<file path="src/rtl/colseq_pkg.sv">
package colseq_pkg;

  localparam int LOW_W = 3;

  typedef enum logic [2:0] {
    LEN_FOUR  = 3'b010,
    LEN_EIGHT = 3'b011
  } len_code_e;

  // Low column bits for beat n of a burst.
  function automatic logic [LOW_W-1:0] beat_low(
    input logic [LOW_W-1:0] start,
    input logic [LOW_W-1:0] n,
    input logic             eight,
    input logic             intlv
  );
    logic [1:0] pair;
    logic       hi;
    pair = intlv ? (start[1:0] ^ n[1:0]) : (start[1:0] + n[1:0]);
    if (!eight)
      hi = start[2];
    else
      hi = start[2] ^ n[2];
    return {hi, pair};
  endfunction

  function automatic logic [LOW_W-1:0] final_beat(input logic eight);
    return eight ? 3'd7 : 3'd3;
  endfunction

endpackage

</file>
<file path="src/rtl/colseq_cfg_decode.sv">
module colseq_cfg_decode
  import colseq_pkg::*;
#(
  parameter int MR_W = 4
) (
  input  logic [MR_W-1:0] mr_image,
  output logic            cfg_ok,
  output logic            eight,
  output logic            intlv
);
  localparam int TYPE_BIT = 3;

  logic [2:0] len_field;

  assign len_field = mr_image[2:0];
  assign cfg_ok    = (len_field == LEN_FOUR) || (len_field == LEN_EIGHT);
  assign eight     = (len_field == LEN_EIGHT);
  assign intlv     = mr_image[TYPE_BIT];

endmodule

</file>
<file path="src/rtl/colseq_arbiter.sv">
module colseq_arbiter
  import colseq_pkg::*;
(
  input  logic             clk,
  input  logic             rst_n,
  input  logic             cmd_valid,
  input  logic             cmd_wr,
  input  logic             abort,
  input  logic             cfg_ok,
  input  logic             active,
  input  logic             last,
  input  logic [LOW_W-1:0] cnt,
  input  logic             cur_eight,
  input  logic             cur_wr,
  output logic             load,
  output logic             cmd_reject
);

  logic free_slot;
  logic cut_ok;
  logic refuse;

  // A slot is free when idle or on the final beat (seamless chaining).
  assign free_slot = !active || last;
  // A cut is allowed only in 8-beat mode, for the same command type, on an odd beat.
  assign cut_ok    = cur_eight && (cmd_wr == cur_wr) && cnt[0];
  assign load      = cmd_valid && !abort && cfg_ok && (free_slot || cut_ok);
  assign refuse    = cmd_valid && !abort && !load;

  always_ff @(posedge clk or negedge rst_n) begin
    if (!rst_n) cmd_reject <= 1'b0;
    else        cmd_reject <= refuse;
  end

  AST_NO_EVEN_CUT: assert property (@(posedge clk) disable iff (!rst_n)
    (load && active && !last) |-> (cnt[0] && cur_eight)) else $error("even or short cut");

endmodule

</file>
<file path="src/rtl/colseq_beat_gen.sv">
module colseq_beat_gen
  import colseq_pkg::*;
#(
  parameter int COL_W = 10
) (
  input  logic             clk,
  input  logic             rst_n,
  input  logic             load,
  input  logic             abort,
  input  logic [COL_W-1:0] new_col,
  input  logic             new_wr,
  input  logic             new_eight,
  input  logic             new_intlv,
  output logic             active,
  output logic [LOW_W-1:0] cnt,
  output logic             cur_eight,
  output logic             cur_wr,
  output logic [COL_W-1:0] beat_col,
  output logic             last
);
  localparam int UP_W = COL_W - LOW_W;

  logic [COL_W-1:0] start_q;
  logic             intlv_q;

  always_ff @(posedge clk or negedge rst_n) begin
    if (!rst_n) begin
      active    <= 1'b0;
      cnt       <= '0;
      cur_eight <= 1'b0;
      cur_wr    <= 1'b0;
      intlv_q   <= 1'b0;
      start_q   <= '0;
    end else if (abort) begin
      active <= 1'b0;
    end else if (load) begin
      active    <= 1'b1;
      cnt       <= '0;
      cur_eight <= new_eight;
      cur_wr    <= new_wr;
      intlv_q   <= new_intlv;
      start_q   <= new_col;
    end else if (active) begin
      if (last) active <= 1'b0;
      else      cnt    <= cnt + 3'd1;
    end
  end

  assign last = active && (cnt == final_beat(cur_eight));

  generate
    if (UP_W > 0) begin : g_upper
      assign beat_col[COL_W-1:LOW_W] = start_q[COL_W-1:LOW_W];
    end
  endgenerate
  assign beat_col[LOW_W-1:0] = beat_low(start_q[LOW_W-1:0], cnt, cur_eight, intlv_q);

  AST_ABORT_STOPS: assert property (@(posedge clk) disable iff (!rst_n)
    abort |=> !active) else $error("abort ignored");
  AST_LAST_ENDS: assert property (@(posedge clk) disable iff (!rst_n)
    (last && !load && !abort) |=> !active) else $error("burst overran");
  AST_STEP_ONE: assert property (@(posedge clk) disable iff (!rst_n)
    (active && !last && !load && !abort) |=> (active && cnt == $past(cnt) + 3'd1)) else $error("beat skipped");
  AST_UPPER_HOLD: assert property (@(posedge clk) disable iff (!rst_n)
    (active && !last && !load && !abort) |=> $stable(beat_col[COL_W-1:LOW_W])) else $error("upper bits moved");

endmodule

</file>
<file path="src/rtl/burst_colseq.sv">
module burst_colseq
  import colseq_pkg::*;
#(
  parameter int COL_W = 10,
  parameter int MR_W  = 4
) (
  input  logic             clk,
  input  logic             rst_n,
  input  logic [MR_W-1:0]  mr_image,
  input  logic             cmd_valid,
  input  logic             cmd_wr,
  input  logic [COL_W-1:0] cmd_col,
  input  logic             abort,
  output logic             beat_valid,
  output logic [COL_W-1:0] beat_col,
  output logic             beat_last,
  output logic             beat_wr,
  output logic             cmd_reject,
  output logic             cfg_err
);

  logic             cfg_ok, dec_eight, dec_intlv;
  logic             load, active, last, cur_eight, cur_wr;
  logic [LOW_W-1:0] cnt;

  colseq_cfg_decode #(.MR_W(MR_W)) u_dec (
    .mr_image (mr_image),
    .cfg_ok   (cfg_ok),
    .eight    (dec_eight),
    .intlv    (dec_intlv)
  );

  colseq_arbiter u_arb (
    .clk        (clk),
    .rst_n      (rst_n),
    .cmd_valid  (cmd_valid),
    .cmd_wr     (cmd_wr),
    .abort      (abort),
    .cfg_ok     (cfg_ok),
    .active     (active),
    .last       (last),
    .cnt        (cnt),
    .cur_eight  (cur_eight),
    .cur_wr     (cur_wr),
    .load       (load),
    .cmd_reject (cmd_reject)
  );

  colseq_beat_gen #(.COL_W(COL_W)) u_gen (
    .clk       (clk),
    .rst_n     (rst_n),
    .load      (load),
    .abort     (abort),
    .new_col   (cmd_col),
    .new_wr    (cmd_wr),
    .new_eight (dec_eight),
    .new_intlv (dec_intlv),
    .active    (active),
    .cnt       (cnt),
    .cur_eight (cur_eight),
    .cur_wr    (cur_wr),
    .beat_col  (beat_col),
    .last      (last)
  );

  assign beat_valid = active;
  assign beat_last  = last;
  assign beat_wr    = cur_wr;
  assign cfg_err    = !cfg_ok;

  AST_CFG_HOLDS_IDLE: assert property (@(posedge clk) disable iff (!rst_n)
    (cfg_err && !beat_valid) |=> !beat_valid) else $error("start on reserved length");
  AST_SHORT_NO_CUT: assert property (@(posedge clk) disable iff (!rst_n)
    (beat_valid && !cur_eight && !beat_last && cmd_valid && !abort) |=> cmd_reject) else $error("4-beat burst cut");
  AST_LAST_SEAMLESS: assert property (@(posedge clk) disable iff (!rst_n)
    (beat_last && cmd_valid && !abort && !cfg_err) |=> (beat_valid && !cmd_reject)) else $error("gap after last");

endmodule

</file>
<file path="config.mk">
export PLATFORM = sky130hd
export DESIGN_NAME = burst_colseq
export DESIGN_NICKNAME = d
export VERILOG_FILES = /design/src/rtl/colseq_pkg.sv /design/src/rtl/colseq_cfg_decode.sv /design/src/rtl/colseq_arbiter.sv /design/src/rtl/colseq_beat_gen.sv /design/src/rtl/burst_colseq.sv
export SDC_FILE = /design/constraint.sdc
export NUM_CORES = 1
export LEC_CHECK = 0
export BUFFER_PORTS_ARGS = -buffer_cell sky130_fd_sc_hd__buf_2
export CORE_ASPECT_RATIO = 1.1
export CORE_MARGIN = 1.5
export CORE_UTILIZATION = 40
export DETAILED_ROUTE_END_ITERATION = 10
export GPL_TIMING_DRIVEN = 0
export PLACE_DENSITY_LB_ADDON = 0.15
export SLEW_MARGIN = 5
export SYNTH_ARGS = -nofsm -noshare
export SYNTH_HDL_FRONTEND = slang
export SYNTH_SLANG_ARGS = --single-unit
</file>
<file path="constraint.sdc">
create_clock -name clk -period 1.4 [get_ports clk]
set_input_delay 0.28 -clock clk [delete_from_list [all_inputs] [get_ports clk]]
set_output_delay 0.28 -clock clk [all_outputs]
set_load 0.01 [all_outputs]
</file>
==> metrics.md <==
| Metric | Value |
|---|---|
| Status | finished with violations |
| Violations in the final reports | setup timing |
| Final setup TNS | -2560 ps |
| Clock tree skew after final layout | 1.29 ps |
| Worst Setup Slack, final | -194 ps |
| Routed len/inst | 13.2 um |
| Global-route congestion overflow total | 0 |
| Flop and latch count out of synthesis | 18 |
| Ratio of final minimum period to clock period | 114% |
| Clock edge transition at the registers on the reported setup and hold paths | 100 ps |
| Most instantiated flip-flop cell in the synthesis netlist | sky130_fd_sc_hd__dfrtp_1 |
| Setup violators final | 17 |
| Post-synth design cell area | 987 um2 |
| Final hold slack | 181 ps |
| Routability cong. | 0.801 |
| Highest clock rate | 628 MHz |
| Part of the power in registers | 39.9% |
| Total vias in the final route | 754 |
| Power per unit of standard cell area | 1330 nW/um2 |
| Number of buffers on the longest clock path | 2 |
| Largest cells by area after synthesis | sky130_fd_sc_hd__dfrtp_1 46%, sky130_fd_sc_hd__mux2_4 14%, sky130_fd_sc_hd__buf_4 5.3% |
| Number of violations reported at the end of detailed-routing iteration 0 | 4 |
| Number of distinct library cells after synthesis | 30 |
| Pins Over Slew Limit | 0 |
| Area share of the leading cell type in the synthesized netlist | 45.6% |
| Number of input and output port buffers inserted | 33 |
| Final number of hold-violating endpoints | 0 |
| Post-synth ARST share | 100% |
| Cell-by-cell listing of the critical path | xor2_4 -> o221ai_4 -> nand2_4 -> buf_12 -> mux2_4 |
| Setup repair after global routing missed its margin | yes |
| Global-route wire length before repair | 3430 um |
| Cts bufs inserted | 3 |
| Die Span X | 50.4 um |
| Top cells by instance count after synthesis | 18 x sky130_fd_sc_hd__dfrtp_1, 9 x sky130_fd_sc_hd__mux2_4, 7 x sky130_fd_sc_hd__buf_4, 4 x sky130_fd_sc_hd__nand2_1, 4 x sky130_fd_sc_hd__o21ai_0 |
| NetSw | 0.608 mW |
| Area after detailed placement | 1190 um2 |
| H-tree depth reported by CTS | 1 |
| Proportion of power drawn by combinational gates | 43.7% |
| Clock latency at the later pin of the worst-skew pair | 280 ps |
| CTS tree | built |
| Area added between synthesis and finish | 46.6% |
| Critical-path maximum fanout | 10 |
| Cell family with the largest share of critical-path delay | flip-flops |
| Delay of the slowest critical-path stage | 470 ps |
| Maximum number of pins on one net before global-route repair | 19 |
| Mapped Cells | 77 |
| # rows | 18 |
| CTS sink count | 18 |
| Critical path class | flip-flop to flip-flop |
| Required time reported for the critical path endpoint | 1580 ps |
| Die Area | 2780 um2 |
| Number of top-level pins | 34 |
| # nets final | 150 |
| Count of antenna-violating nets left after detailed routing | 0 |
| Proportion of layout cells with a drive suffix above 1 | 68.0% |
| DP Wirelength | 1350 um |
| Crit path max-delay cell type | sky130_fd_sc_hd__dfrtp_2 |
| Total core area | 2300 um2 |
| Number of antenna violations at the first check in global routing | 0 |
| Largest area contributor in the netlist | sky130_fd_sc_hd__dfrtp_1 |
| Startpoint type of the worst setup path | flip-flop |
| Post-route cell area | 1450 um2 |
| Power Internal | 1.32 mW |
| Max Cap Violations | 0 |
| Met2 track utilization from global routing | 28.7% |
| Register area share after synthesis | 45.6% |
| Initial cell density of the core | 43.0% |
| Antenna fix cells | 0 |
| Setup WS pre-CTS | -250 ps |
| Number of synthesized flops with an enable pin | 0 |
| Final critical path time including I/O delays and setup | 1590 ps |
| Routed vias/inst | 4.77 |
| Router iterations before antenna repair | 4 |
| Most frequently used cell type in the post-synthesis netlist | sky130_fd_sc_hd__dfrtp_1 |
| Met1 Usage GRT | 20.9% |
| GR Layer Usage met3 | 2.69% |
| Drt total wl | 2080 um |
| Post-layout power | 1.93 mW |
| Warnings, synthesis | 0 |
| Type of destination of the critical path | flip-flop |
| Worst IR drop on VDD | 0.000943 V |
| Mean instance size in the synthesized netlist | 12.8 um2 |
| Layout fillers | 197 |
| Clock power frac | 16.4% |
| Die H | 55.1 um |
| Residual DRC count | 0 |
| Root buffer cell | sky130_fd_sc_hd__clkbuf_4 |
| Sum of buffers and inverters on the critical path | 1 |
| Signal arrival time at the worst endpoint | 1770 ps |
| Via count of the first global-routing pass | 750 |
| Net switching share of the total power | 31.5% |
| Max-slew headroom | 73.2% |
| Number of nets in the synthesized netlist | 98 |
| Top Usage Layer GRT | met2 |
| All-Layer GR Usage | 16.9% |
| HP Class | input pin to flip-flop |
| Leak pwr | 0.692 nW |
| Worst Max-Slew Pin Slew | 402 ps |
## layout make-up
cell class	instances	area [um2]	share of cell area (%)
sequential	18	454	31.4
multi-input combinational	48	536	37.0
tap	30	37.5	2.59
timing repair buffer	47	298	20.6
inverter	3	13.8	0.951
clock buffer	4	36.3	2.51
buffer	8	72.6	5.01
## flip-flops by register name (all words and copies together), names as in the netlist
| signal | count |
|---|---|
| u_gen.cnt | 3 |
| u_gen.cur_wr | 1 |
| u_gen.active | 1 |
| u_gen.intlv_q | 1 |
| u_gen.start_q | 10 |
| u_arb.cmd_reject | 1 |
| u_gen.cur_eight | 1 |
## cells by family after synthesis
| group | count (synthesis) | share of synthesized area [%] |
|---|---|---|
| adder cells (fa/ha/maj) | 2 | 2.53 |
| multiplexers | 12 | 17.1 |
| AND/OR/NAND/NOR | 15 | 9.50 |
| XOR/XNOR | 5 | 5.20 |
| buffers and inverters | 11 | 8.49 |
| flip-flops | 18 | 45.6 |
| AO/OA/AOI/OAI | 14 | 11.5 |
## routing by layer
metal | share of wire [%] | vias to the layer above
met5 | 0 | -
met4 | 0.91 | 0
met3 | 4.2 | 2
met2 | 52 | 20
met1 | 42 | 363
li1 | - | 369
## repair_timing
action | in CTS | in global routing
gates cloned | 0 | 0
pin swaps | 5 | 3
endpoints found under the hold margin | 18 | 0
setup endpoints to repair | 21 | 19
hold buffers | 1 | 0
setup buffers | 12 | 1
gates resized for setup | 24 | 2
## layout by cell type (no fill, tap or decap), types with 2 or more instances in the layout
cell type and count:
sky130_fd_sc_hd__nand2_4 2, sky130_fd_sc_hd__dfrtp_2 3, sky130_fd_sc_hd__buf_6 6, sky130_fd_sc_hd__xnor2_2 2
sky130_fd_sc_hd__o21ai_0 2, sky130_fd_sc_hd__ha_4 2, sky130_fd_sc_hd__inv_1 2, sky130_fd_sc_hd__mux2_2 3
sky130_fd_sc_hd__nand2b_1 2, sky130_fd_sc_hd__dfrtp_1 15, sky130_fd_sc_hd__mux2_4 9, sky130_fd_sc_hd__clkbuf_4 3
sky130_fd_sc_hd__nand2_1 3, sky130_fd_sc_hd__buf_4 15, sky130_fd_sc_hd__buf_2 32, sky130_fd_sc_hd__o211ai_1 2
## per-stage QoR
stage          cells  utilization (%)
6_report         158             63.0
4_1_cts          157             62.4
3_5_place_dp     140             51.9
2_1_floorplan     77                -
3_3_place_gp     140             51.9
5_1_grt          158             63.0
## worst register-to-register path, cell delays in order (launching register included)
cell	delay [ps]
sky130_fd_sc_hd__dfrtp_2	470
sky130_fd_sc_hd__xor2_4	210
sky130_fd_sc_hd__o221ai_4	230
sky130_fd_sc_hd__nand2_4	120
sky130_fd_sc_hd__buf_12	170
sky130_fd_sc_hd__mux2_4	300
## worst paths after layout
kind	startpoint	to	slack, ps	depth (start not counted)
min in group asynchronous	rst_n	u_arb.cmd_reject	450	2
worst min-delay path	mr_image[1]	u_arb.cmd_reject	180	2
worst max-delay path	u_gen.cnt[2]	u_gen.start_q[4]	-190	5
max in group asynchronous	rst_n	u_gen.cnt[0]	650	2
worst max register to register	u_gen.cnt[2]	u_gen.start_q[4]	-190	5
worst min register to register	u_gen.start_q[9]	u_gen.start_q[9]	520	1
## power groups by stage
stage | logic (mW) | clock network (mW) | registers [mW]
final | 0.844 | 0.316 | 0.770
after global placement | 0.619 | 0 | 0.741
after floorplan | 0.451 | 0 | 0.729
after detailed placement | 0.628 | 0 | 0.749
after CTS | 0.824 | 0.327 | 0.769
after global routing | 0.915 | 0.347 | 0.790
Note: power is estimated with default switching activity, not from simulation.
